--- config.mk ---
export PLATFORM = sky130hd
export DESIGN_NAME = mc_ctrl_fsm
export DESIGN_NICKNAME = d
export VERILOG_FILES = /design/src/rtl/mc_ctrl_fsm.sv
export SDC_FILE = /design/constraint.sdc
export NUM_CORES = 1
export LEC_CHECK = 0
export BUFFER_PORTS_ARGS = -buffer_cell sky130_fd_sc_hd__buf_2
export CAP_MARGIN = 20
export CORE_AREA = 3 3 44 46
export DETAILED_ROUTE_END_ITERATION = 8
export DIE_AREA = 0 0 47 49
export GPL_ROUTABILITY_DRIVEN = 0
export PLACE_DENSITY_LB_ADDON = 0.1
export SLEW_MARGIN = 10
export SYNTH_ARGS = -nofsm -noshare
export SYNTH_HDL_FRONTEND = slang
export SYNTH_SLANG_ARGS = --single-unit
--- constraint.sdc ---
create_clock -name clk -period 1.1 [get_ports clk]
set_input_delay 0.11 -clock clk [delete_from_list [all_inputs] [get_ports clk]]
set_output_delay 0.11 -clock clk [all_outputs]
set_load 0.05 [all_outputs]
--- src/rtl/mc_ctrl_fsm.sv ---
module mc_ctrl_fsm (
  input  logic       clk,
  input  logic       rst,
  input  logic [5:0] opcode,
  input  logic       ops_equal,
  input  logic       alu_ovf,
  output logic [3:0] state,
  output logic       pc_wr,
  output logic [1:0] pc_src,
  output logic       ir_wr,
  output logic       tgt_wr,
  output logic       reg_wr,
  output logic       reg_dst,
  output logic       mem_to_reg,
  output logic       mem_rd,
  output logic       mem_wr,
  output logic       addr_sel,
  output logic       alu_a_sel,
  output logic [2:0] alu_b_sel,
  output logic [1:0] alu_op,
  output logic       epc_wr,
  output logic       cause_wr,
  output logic [3:0] cause
);
  localparam logic [3:0] S_FETCH  = 4'd0,  S_DECODE = 4'd1,  S_BR_NT  = 4'd2,
                         S_BR_T   = 4'd3,  S_R_EXE  = 4'd4,  S_R_WB   = 4'd5,
                         S_OI_EXE = 4'd6,  S_OI_WB  = 4'd7,  S_LD_ADR = 4'd8,
                         S_LD_MEM = 4'd9,  S_LD_WB  = 4'd10, S_ST_ADR = 4'd11,
                         S_ST_MEM = 4'd12, S_JUMP   = 4'd13, S_T_UNDEF = 4'd14,
                         S_T_OVF  = 4'd15;
  localparam logic [5:0] OP_RTYPE = 6'h00, OP_ORI = 6'h0d, OP_LW = 6'h23,
                         OP_SW = 6'h2b, OP_BEQ = 6'h04, OP_J = 6'h02;
  localparam logic [3:0] CAUSE_UNDEF = 4'd10, CAUSE_OVF = 4'd12;

  logic [3:0] st, nxt;
  logic pc_wr_c, ir_wr_c, tgt_wr_c, reg_wr_c, mem_rd_c, mem_wr_c, epc_wr_c, cause_wr_c;

  always_ff @(posedge clk)
    if (rst) st <= S_FETCH;
    else     st <= nxt;

  always_comb begin
    nxt = S_FETCH;
    case (st)
      S_FETCH:  nxt = S_DECODE;
      S_DECODE:
        case (opcode)
          OP_RTYPE: nxt = S_R_EXE;
          OP_ORI:   nxt = S_OI_EXE;
          OP_LW:    nxt = S_LD_ADR;
          OP_SW:    nxt = S_ST_ADR;
          OP_J:     nxt = S_JUMP;
          OP_BEQ:   nxt = ops_equal ? S_BR_T : S_BR_NT;
          default:  nxt = S_T_UNDEF;
        endcase
      S_R_EXE:  nxt = alu_ovf ? S_T_OVF : S_R_WB;
      S_OI_EXE: nxt = S_OI_WB;
      S_LD_ADR: nxt = S_LD_MEM;
      S_LD_MEM: nxt = S_LD_WB;
      S_ST_ADR: nxt = S_ST_MEM;
      default:  nxt = S_FETCH;
    endcase
  end

  always_comb begin
    pc_wr_c = 1'b0; ir_wr_c = 1'b0; tgt_wr_c = 1'b0; reg_wr_c = 1'b0;
    mem_rd_c = 1'b0; mem_wr_c = 1'b0; epc_wr_c = 1'b0; cause_wr_c = 1'b0;
    pc_src = 2'b00; reg_dst = 1'b0; mem_to_reg = 1'b0; addr_sel = 1'b0;
    alu_a_sel = 1'b0; alu_b_sel = 3'b000; alu_op = 2'b00; cause = 4'd0;
    case (st)
      S_FETCH: begin
        mem_rd_c = 1'b1; ir_wr_c = 1'b1; pc_wr_c = 1'b1; alu_b_sel = 3'b001;
      end
      S_DECODE: begin
        tgt_wr_c = 1'b1; alu_b_sel = 3'b011;
      end
      S_BR_T: begin
        pc_wr_c = 1'b1; pc_src = 2'b01;
      end
      S_R_EXE: begin
        alu_a_sel = 1'b1; alu_op = 2'b10;
      end
      S_R_WB: begin
        reg_wr_c = 1'b1; reg_dst = 1'b1;
      end
      S_OI_EXE: begin
        alu_a_sel = 1'b1; alu_b_sel = 3'b100; alu_op = 2'b11;
      end
      S_OI_WB:  reg_wr_c = 1'b1;
      S_LD_ADR, S_ST_ADR: begin
        alu_a_sel = 1'b1; alu_b_sel = 3'b010;
      end
      S_LD_MEM: begin
        mem_rd_c = 1'b1; addr_sel = 1'b1;
      end
      S_LD_WB: begin
        reg_wr_c = 1'b1; mem_to_reg = 1'b1;
      end
      S_ST_MEM: begin
        mem_wr_c = 1'b1; addr_sel = 1'b1;
      end
      S_JUMP: begin
        pc_wr_c = 1'b1; pc_src = 2'b10;
      end
      S_T_UNDEF, S_T_OVF: begin
        epc_wr_c = 1'b1; cause_wr_c = 1'b1; pc_wr_c = 1'b1; pc_src = 2'b11;
        alu_b_sel = 3'b001; alu_op = 2'b01;
        cause = (st == S_T_OVF) ? CAUSE_OVF : CAUSE_UNDEF;
      end
      default: ;
    endcase
  end

  assign state    = st;
  assign pc_wr    = pc_wr_c    & ~rst;
  assign ir_wr    = ir_wr_c    & ~rst;
  assign tgt_wr   = tgt_wr_c   & ~rst;
  assign reg_wr   = reg_wr_c   & ~rst;
  assign mem_rd   = mem_rd_c   & ~rst;
  assign mem_wr   = mem_wr_c   & ~rst;
  assign epc_wr   = epc_wr_c   & ~rst;
  assign cause_wr = cause_wr_c & ~rst;
endmodule

==> results of run 1 <==
## kinds of logic after synthesis
family,Yosys count,synth area share [%]
AOI/OAI and AO/OA,24,29.2
DFF,4,14.6
buffers and inverters,14,12.6
xor gates and xnor gates,2,3.20
muxes,1,1.83
and+or+nand+nor,41,37.9
other,1,0.684
## stage by stage
step	instances	hold WS, ns	instance area (sq um)	setup slack, ns	TNS [ns]
4_1_cts	161	0.187	1380	-0.318	-5.58
3_5_place_dp	155	0.412	1060	-0.235	-3.33
3_3_place_gp	155	0.394	1060	-0.198	-2.89
2_1_floorplan	87	0.241	742	-0.465	-6.84
## synth_stat cells, types with 2 or more instances
cell and number:
a21oi_1 5, a31oi_1 3, buf_2 4, buf_4 3, clkbuf_1 2, dfxtp_1 4, inv_1 2, inv_2 2
nand2_1 5, nand2b_1 4, nand3_1 4, nor2_1 14, nor3_1 3, nor4_1 5, o21ai_0 2, o21ai_1 4
## what timing repair did
item / 4_1_cts
setup buffers: 3
endpoints found under the setup margin: 30
pin swaps: 3
hold buffers: 0
gates resized for setup: 78
==> run summary, run 1 <==
Outcome
- status: aborted with a tool error
- last step reached: global routing (5_1_grt)
- run-stopping error: [ERROR DPL-0033] detailed placement checks failed during check placement.

Synth
- net count after synthesis: 97
- Distinct cells, synth: 37
- sequential area share after synthesis: 14.6%
- area leader, netlist: dfxtp_1
- cells taking the most area after synthesis: dfxtp_1 15%, nor2_1 9.6%, nor4_1 5.7%
- Seq cells post-synth: 4
- per-instance average area after synthesis: 6.30 sq um
- number of warnings issued by yosys: 0
- number of enable-type register cells in the synthesized netlist: 0
- number of instances in the synthesized netlist: 87
- Main synth FF type: dfxtp_1
- fraction of registers with async set/reset: 0%
- fraction of post-synthesis cell area in the top cell type by area: 14.6%
- mapped cell area: 548 sq um

Floorplanning
- number of ports placed on the die boundary: 37
- overall die height: 49 um
- initial core utilization: 35.6%
- Cell Rows: 14
- die outline width: 47 um

CTS
- root buffer cell: clkbuf_4
- maximum clock path buffer count: 2
- CTS HTree Levels: 1
- cts bufs inserted: 3
- Num Clock Sinks: 4

Placed design
- final HPWL from detailed placement: 1720 um
- # port buffers: 35

Global route
- antenna violations before repair: 0
- pin count of the biggest net entering global routing: 13

STA
- Worst-path end type: top-level output
- end pin of the worst setup path after global-route repair: tgt_wr

==> inputs of run 2 (changes only) <==
--- a/config.mk
+++ b/config.mk
@@ -7,11 +7,11 @@
 export LEC_CHECK = 0
 export BUFFER_PORTS_ARGS = -buffer_cell sky130_fd_sc_hd__buf_2
 export CAP_MARGIN = 20
-export CORE_AREA = 3 3 44 46
+export CORE_AREA = 3 3 64 66
 export DETAILED_ROUTE_END_ITERATION = 8
-export DIE_AREA = 0 0 47 49
+export DIE_AREA = 0 0 67 69
 export GPL_ROUTABILITY_DRIVEN = 0
-export PLACE_DENSITY_LB_ADDON = 0.1
+export PLACE_DENSITY_LB_ADDON = 0.15
 export SLEW_MARGIN = 10
 export SYNTH_ARGS = -nofsm -noshare
 export SYNTH_HDL_FRONTEND = slang
==> constraint.sdc (replaced) <==
create_clock -name clk -period 1.4 [get_ports clk]
set_input_delay 0.14 -clock clk [delete_from_list [all_inputs] [get_ports clk]]
set_output_delay 0.14 -clock clk [all_outputs]
set_load 0.05 [all_outputs]
==> run 2 against run 1 <==
  * The flow now finishes, with violations (negative setup slack)
  * Synthesized cell count stayed put
  * Synthesized area unchanged
==> run summary, run 2 <==
Critical path
- worst reg2reg startpoint: state[1]$_SDFF_PP0_
- worst setup path category: flip-flop to output port
- required time reported for the critical path endpoint: 1.26 ns
- destination of the worst register-to-register timing path: state[3]$_SDFF_PP0_
- Critical Path Sink Type: output port
- R2R Setup Slk: 0.05 ns
- type of origin of the critical path: flip-flop
- cell count of the worst reg-to-reg path: 5
- Worst Path Max Fanout: 5
- signal arrival time at the worst endpoint: 1.32 ns

Synth
- sequential area share after synthesis: 14.6%, unchanged
- xor-xnor portion of the synthesized cell area: 3.20%, unchanged
- fraction of post-synthesis cell area in the top cell type by area: 14.6%, unchanged
- proportion of synthesized area in mux cells: 1.83%, unchanged
- post-synthesis share of cell area spent on full adders, half adders and majority gates: 0%, unchanged
- share of synthesized cell area in and, or, nand and nor gates: 37.9%, unchanged
- most numerous cell types in the synthesized netlist: 14 x nor2_1, 5 x a21oi_1, 5 x nand2_1, 5 x nor4_1
- number of enable-type register cells in the synthesized netlist: 0, unchanged
- per-instance average area after synthesis: 6.30 sq um, unchanged
- fraction of the mapped netlist area in compound gates: 29.2%, unchanged
- Distinct cells, synth: 37, unchanged
- number of warnings issued by yosys: 0, unchanged
- Seq cells post-synth: 4, unchanged
- area leader, netlist: dfxtp_1
- Main synth FF type: dfxtp_1
- combinational family with the most area after synthesis: simple AND/OR/NAND/NOR gates
- cells taking the most area after synthesis: dfxtp_1 15%, nor2_1 9.6%, nor4_1 5.7%
- net count after synthesis: 97, unchanged
- fraction of registers with async set/reset: 0%, unchanged
- mapped cell area: 548 sq um, unchanged
- number of instances in the synthesized netlist: 87, unchanged
- most frequent cell after synthesis: nor2_1

CTS
- clock-pin slew on the worst setup and hold paths: 0.03 ns
- TritonCTS clock tree: done
- number of buffers added to fix hold violations after cts: 0, unchanged
- later-pin clock latency in the skew report: 0.22 ns
- cts bufs inserted: 3, unchanged
- Num Clock Sinks: 4, unchanged
- root buffer cell: clkbuf_8
- maximum clock path buffer count: 2, unchanged
- CTS HTree Levels: 1, unchanged

Floorplanning
- overall die height: 69 um, +41%
- initial core utilization: 15.1%, -20 points
- Die ar.: 4620 sq um
- number of ports placed on the die boundary: 37, unchanged
- standard cell core area: 3630 sq um
- die outline width: 67 um, +43%
- Cell Rows: 22, +8

Global route
- first-pass GRT wire length: 4040 um
- pin count of the biggest net entering global routing: 16
- via count of the first global-routing pass: 853
- antenna violations before repair: 0
- Global Route Usage Sum: 11.0%
- total gr overflow: 0

STA
- final number of max-transition violations: 0
- Setup-failing EPs final: 8
- part of the cycle the worst path needs: 104%
- setup repair after global routing missed its margin: yes
- final worst slack: -0.0602 ns
- final setup skew: 0.00422 ns
- Max Clock Freq: 685 MHz
- Hold Vio Cnt, Final: 0
- time the final worst path needs with I/O delays and setup: 1.46 ns
- setup TNS: -0.208 ns

Detailed routing
- first-pass iteration count of the detailed router: 4
- Avg WL per Cell: 13.5 um
- total number of vias: 873
- count of nets left with antenna violations after detail routing: 0
- DR iter-0 viols: 24
- DRC violations left: 0
- ratio of routed vias to standard cells: 4.43
- final WL: 2660 um

Finish
- Reg area: 95.1 sq um
- total of fill cells in the finished design: 384
- Antenna Cells: 0
- most common cell after layout, fill and taps aside: buf_4
- leading cell types in the layout, fill and taps excluded: 27 x buf_4, 24 x buf_6, 14 x buf_2, 9 x nor2_4
- flip-flop count of the largest register, all copies and words added: 4
- Non-Filler Instances: 197
- P&R area growth vs syn: 161%
- area of the multi-input gates: 622 sq um
- net count reported at finish: 161
- ratio of cells with drive above 1 in the final layout: 73.8%

Hold path
- end point of the worst hold path: state[2]$_SDFF_PP0_
- type of the tightest min-delay check: primary input to flip-flop
- startpoint of the worst hold path: opcode[4]
- number of stages on the worst hold path: 3

Pwr
- total leakage power: 0.614 nW
- Max rail drop VDD: 0.616 mV
- power after layout: 3.29 mW
- pwr dens: 2310 nW/um^2

Job
- number of violations of the max-capacitance limit: 0

Outcome
- status: complete, but fails checks
- failing checks: negative setup slack

Placed design
- total instance count after detailed placement: 178, +15%
- final HPWL from detailed placement: 1870 um, +8.7%
- # port buffers: 35, unchanged

[run 2: cell counts after synthesis]
No cell type changed its count.
[run 2: area by class of cell]
type                            count  share of cell area, %
Multi-Input combinational cell     69                   43.5
Timing Repair Buffer               69                   41.7
Sequential cell                     4                   6.65
Tap cell                           48                   4.20
Clock buffer                        3                   2.89
Inverter                            4                   1.05
[run 2: what timing repair did]
action / CTS / global route
pin swaps: 1 / 6
setup buffers: 8 / 8
setup endpoints to repair: 21 / 20
endpoints found under the hold margin: 0 / 0
resized for setup: 45 / 27
[run 2: worst max-delay path by stage]
| stage | startpoint | end |
|---|---|---|
| 2_1_floorplan | state[3]$_SDFF_PP0_ | pc_wr |
| 3_3_place_gp | state[1]$_SDFF_PP0_ | tgt_wr |
| 3_5_place_dp | state[1]$_SDFF_PP0_ | tgt_wr |
| 4_1_cts | state[1]$_SDFF_PP0_ | tgt_wr |
| 5_1_grt | state[1]$_SDFF_PP0_ | alu_b_sel[1] |
| 6_report | state[2]$_SDFF_PP0_ | reg_wr |
[run 2: layer usage]
layer	up-vias	GRT usage, %	routed length [um]
met4	0	4.05	20
met3	2	1.30	141
met5	-	0	0
li1	436	-	-
met2	29	16.7	1290
met1	406	15.7	1200
[run 2: where the power goes]
part / internal (mW) / switching, mW / leakage, nW
sequential: 0.184 / 0.0998 / 0.0356
combinational: 1.20 / 1.57 / 0.557
clock: 0.184 / 0.0624 / 0.0216
total: 1.57 / 1.73 / 0.614
[run 2: critical path, cell delays in order (launching register included)]
cell     delay (ns)
dfxtp_4        0.38
buf_6          0.14
inv_1          0.06
nor2_2         0.16
a21oi_2        0.10
nor2_4         0.10
buf_6          0.16
[run 2: metrics by stage]
step / cell area [sq um] / utilization [%] / setup WS [ns] / hold slack, ns
floorplan: 734 / - / -0.194 / 0.271
global route: 1430 / 39.3 / -0.113 / 0.228
finish: 1430 / 39.3 / -0.0602 / 0.224
global placement: 1020 / 28.0 / 0.0346 / 0.440
detailed placement: 1020 / 28.0 / 0.00433 / 0.439
CTS: 1260 / 34.8 / -0.103 / 0.210
[run 2: logic make-up (layout without fill, tap and decap cells)]
logic type / count (synthesis) / in the layout
DFF: 4 / 4
buffers and inverters: 14 / 76
and+or+nand+nor: 41 / 41
AOI/OAI and AO/OA: 24 / 24
xor gates and xnor gates: 2 / 2
muxes: 1 / 1
other: 1 / 1
Note: power is estimated with default switching activity, not from simulation.
==> inputs of run 3 (changes only) <==
--- a/config.mk
+++ b/config.mk
@@ -5,12 +5,13 @@
 export SDC_FILE = /design/constraint.sdc
 export NUM_CORES = 1
 export LEC_CHECK = 0
-export BUFFER_PORTS_ARGS = -buffer_cell sky130_fd_sc_hd__buf_2
 export CAP_MARGIN = 20
 export CORE_AREA = 3 3 64 66
 export DETAILED_ROUTE_END_ITERATION = 8
 export DIE_AREA = 0 0 67 69
+export DONT_BUFFER_PORTS = 1
 export GPL_ROUTABILITY_DRIVEN = 0
+export GPL_TIMING_DRIVEN = 0
 export PLACE_DENSITY_LB_ADDON = 0.15
 export SLEW_MARGIN = 10
 export SYNTH_ARGS = -nofsm -noshare
==> run 3 against run 2 <==
  * The flow still finishes with violations (negative setup slack)
  * Clock power down 5%
  * Critical path type unchanged
  * Power down 4.6%
  * Register-to-register slack worse by 0.40 ns
  * Global-route usage down 0.18 points
  * Maximum frequency down 19%
==> run summary, run 3 (synthesized netlist as in run 2, its figures left out) <==
Outcome
- status: complete, but fails checks
- failing checks: negative setup slack

Critical path
- worst setup path category: flip-flop to output port
- required time reported for the critical path endpoint: 1.26 ns, about the same
- slowest stage delay, CP: 0.57 ns, +0.19 ns
- total number of cells along the worst setup path: 4, -2
- count of buffering cells on the critical path with inverters included: 2, -1
- R2R Setup Slk: -0.35 ns, -0.40 ns
- destination of the worst register-to-register timing path: state[2]$_SDFF_PP0_
- cells along the critical path: buf_8 > buf_6 > xor2_1 > nor4_4
- Critical Path Sink Type: output port
- signal arrival time at the worst endpoint: 1.65 ns, +0.33 ns
- cell count of the worst reg-to-reg path: 5, unchanged
- slowest stage cell on the critical path: nor4_4
- type of origin of the critical path: flip-flop
- Worst Path Max Fanout: 8, +3
- Top Family by Delay on Critical Path: simple AND/OR/NAND/NOR gates
- worst reg2reg startpoint: state[3]$_SDFF_PP0_

Floorplanning
- die outline width: 67 um, unchanged
- number of ports placed on the die boundary: 37, unchanged
- initial core utilization: 15.1%, unchanged
- Die ar.: 4620 sq um, unchanged
- Cell Rows: 22, unchanged
- standard cell core area: 3630 sq um, unchanged
- overall die height: 69 um, unchanged

STA
- final worst slack: -0.394 ns, -0.334 ns
- Setup-failing EPs final: 22, +14
- time the final worst path needs with I/O delays and setup: 1.79 ns, +0.334 ns
- final number of max-transition violations: 0, unchanged
- final setup skew: 0.00302 ns, -0.00120 ns
- Hold Vio Cnt, Final: 0, unchanged
- setup TNS: -4.66 ns, -4.45 ns
- Worst Max-Slew Pin Slew: 0.970 ns
- setup repair after global routing missed its margin: yes
- Relative slew margins: 35.3%
- Max Clock Freq: 557 MHz, -19%
- part of the cycle the worst path needs: 128%, +24 points

Detailed routing
- DR iter-0 viols: 30, +25%
- Avg WL per Cell: 15.7 um, +16%
- first-pass iteration count of the detailed router: 4, unchanged
- final WL: 2480 um, -6.6%
- count of nets left with antenna violations after detail routing: 0, unchanged
- total number of vias: 744, -15%
- ratio of routed vias to standard cells: 4.71, +6.3%
- DRC violations left: 0, unchanged

Finish
- P&R area growth vs syn: 134%
- Non-Filler Instances: 158, -20%
- total of fill cells in the finished design: 378, -1.6%
- net count reported at finish: 122, -24%
- flip-flop count of the largest register, all copies and words added: 4, unchanged
- Antenna Cells: 0, unchanged
- leading cell types in the layout, fill and taps excluded: 11 x nor2_4, 11 x buf_4, 9 x buf_6
- ratio of cells with drive above 1 in the final layout: 73.6%, -0.19 points
- area of all placed cells without fillers: 1280 sq um, -10%
- core occupancy in the finished layout: 35.4%, -4.0 points

Hold path
- type of the tightest min-delay check: primary input to flip-flop
- number of stages on the worst hold path: 2, -1
- end point of the worst hold path: state[2]$_SDFF_PP0_
- startpoint of the worst hold path: opcode[4]

CTS
- maximum clock path buffer count: 2, unchanged
- clock-pin slew on the worst setup and hold paths: 0.03 ns, about the same
- later-pin clock latency in the skew report: 0.21 ns, about the same
- TritonCTS clock tree: done
- cts bufs inserted: 3, unchanged
- Num Clock Sinks: 4, unchanged
- root buffer cell: clkbuf_8
- number of buffers added to fix hold violations after cts: 0, unchanged
- CTS HTree Levels: 1, unchanged

Global route
- via count of the first global-routing pass: 710, -17%
- total gr overflow: 0, unchanged
- antenna violations before repair: 0, unchanged
- first-pass GRT wire length: 3800 um, -6.1%
- pin count of the biggest net entering global routing: 11, -5
- Global Route Usage Sum: 10.8%, -0.18 points

Pwr
- pwr dens: 2450 nW/um^2, +6.0%
- Max rail drop VDD: 0.617 mV, +0.11%
- total leakage power: 0.461 nW, -25%

Placed design
- final HPWL from detailed placement: 1660 um, -11%
- total instance count after detailed placement: 135, -24%
- # port buffers: 0, -100%
- post-place instance area: 795 sq um, -22%
- post-place setup slack: -0.334 ns, -0.339 ns

Job
- number of violations of the max-capacitance limit: 0, unchanged

==> run 3: changes by cell type in the layout (fill, tap and decap cells not counted), moves of 3 or more <==
| cell | before | now |
|---|---|---|
| buf_2 | 14 | 0 |
| nand2_1 | 4 | 1 |
| buf_4 | 27 | 11 |
| buf_6 | 24 | 9 |
| buf_12 | 0 | 4 |
==> run 3: worst max path at each step <==
stage | start | to | slack [ns]
floorplan | state[3]$_SDFF_PP0_ | pc_wr | -0.19
global placement | state[3]$_SDFF_PP0_ | pc_wr | -0.32
detailed placement | state[3]$_SDFF_PP0_ | pc_wr | -0.33
CTS | state[3]$_SDFF_PP0_ | pc_wr | -0.44
global route | state[3]$_SDFF_PP0_ | state[2]$_SDFF_PP0_ | -0.47
finish | state[3]$_SDFF_PP0_ | mem_rd | -0.39
==> run 3: timing repair <==
item / CTS / global route
buffers inserted: 12 / 11
pin swaps: 13 / 19
gates resized for setup: 32 / 27
endpoints found under the setup margin: 26 / 26
==> run 3: power by group <==
| group | switching, mW | leakage [nW] | internal [mW] | total [mW] |
|---|---|---|---|---|
| Clock | 0.0512 | 0.0216 | 0.182 | 0.234 |
| Sequential | 0.285 | 0.0356 | 0.186 | 0.471 |
| Combinational | 1.42 | 0.403 | 1.02 | 2.44 |
| Total | 1.76 | 0.461 | 1.38 | 3.14 |
==> run 3: through the flow <==
stage,power (mW),hold slack (ns)
2_1_floorplan,1.82,0.271
3_3_place_gp,2.01,0.292
3_5_place_dp,2.02,0.288
4_1_cts,2.80,0.0665
5_1_grt,3.30,0.0937
6_report,3.14,0.0663
==> run 3: cell type report <==
class / instances / area (sq um) / share of cell area, %
Buffer: 9 / 128 / 9.93
Clock buffer: 3 / 41.3 / 3.21
Inverter: 4 / 17.5 / 1.36
Multi-Input combinational cell: 69 / 718 / 55.9
Sequential cell: 4 / 95.1 / 7.40
Tap cell: 48 / 60.1 / 4.67
Timing Repair Buffer: 21 / 225 / 17.5
==> run 3: worst reg2reg max path, cell delays in order (launching register included) <==
cell,delay [ns]
dfxtp_4,0.42
buf_8,0.16
buf_6,0.12
nor4_4,0.74
o21ai_1,0.14
o21ai_1,0.10
==> run 3: per-layer routing <==
layer  vias up  wire length [um]  GRT usage (%)
met5         -                 0              0
met4         0                20           2.70
met3         2               255           4.56
met2        39              1200           15.5
met1       348              1010           14.8
li1        355                 -              -
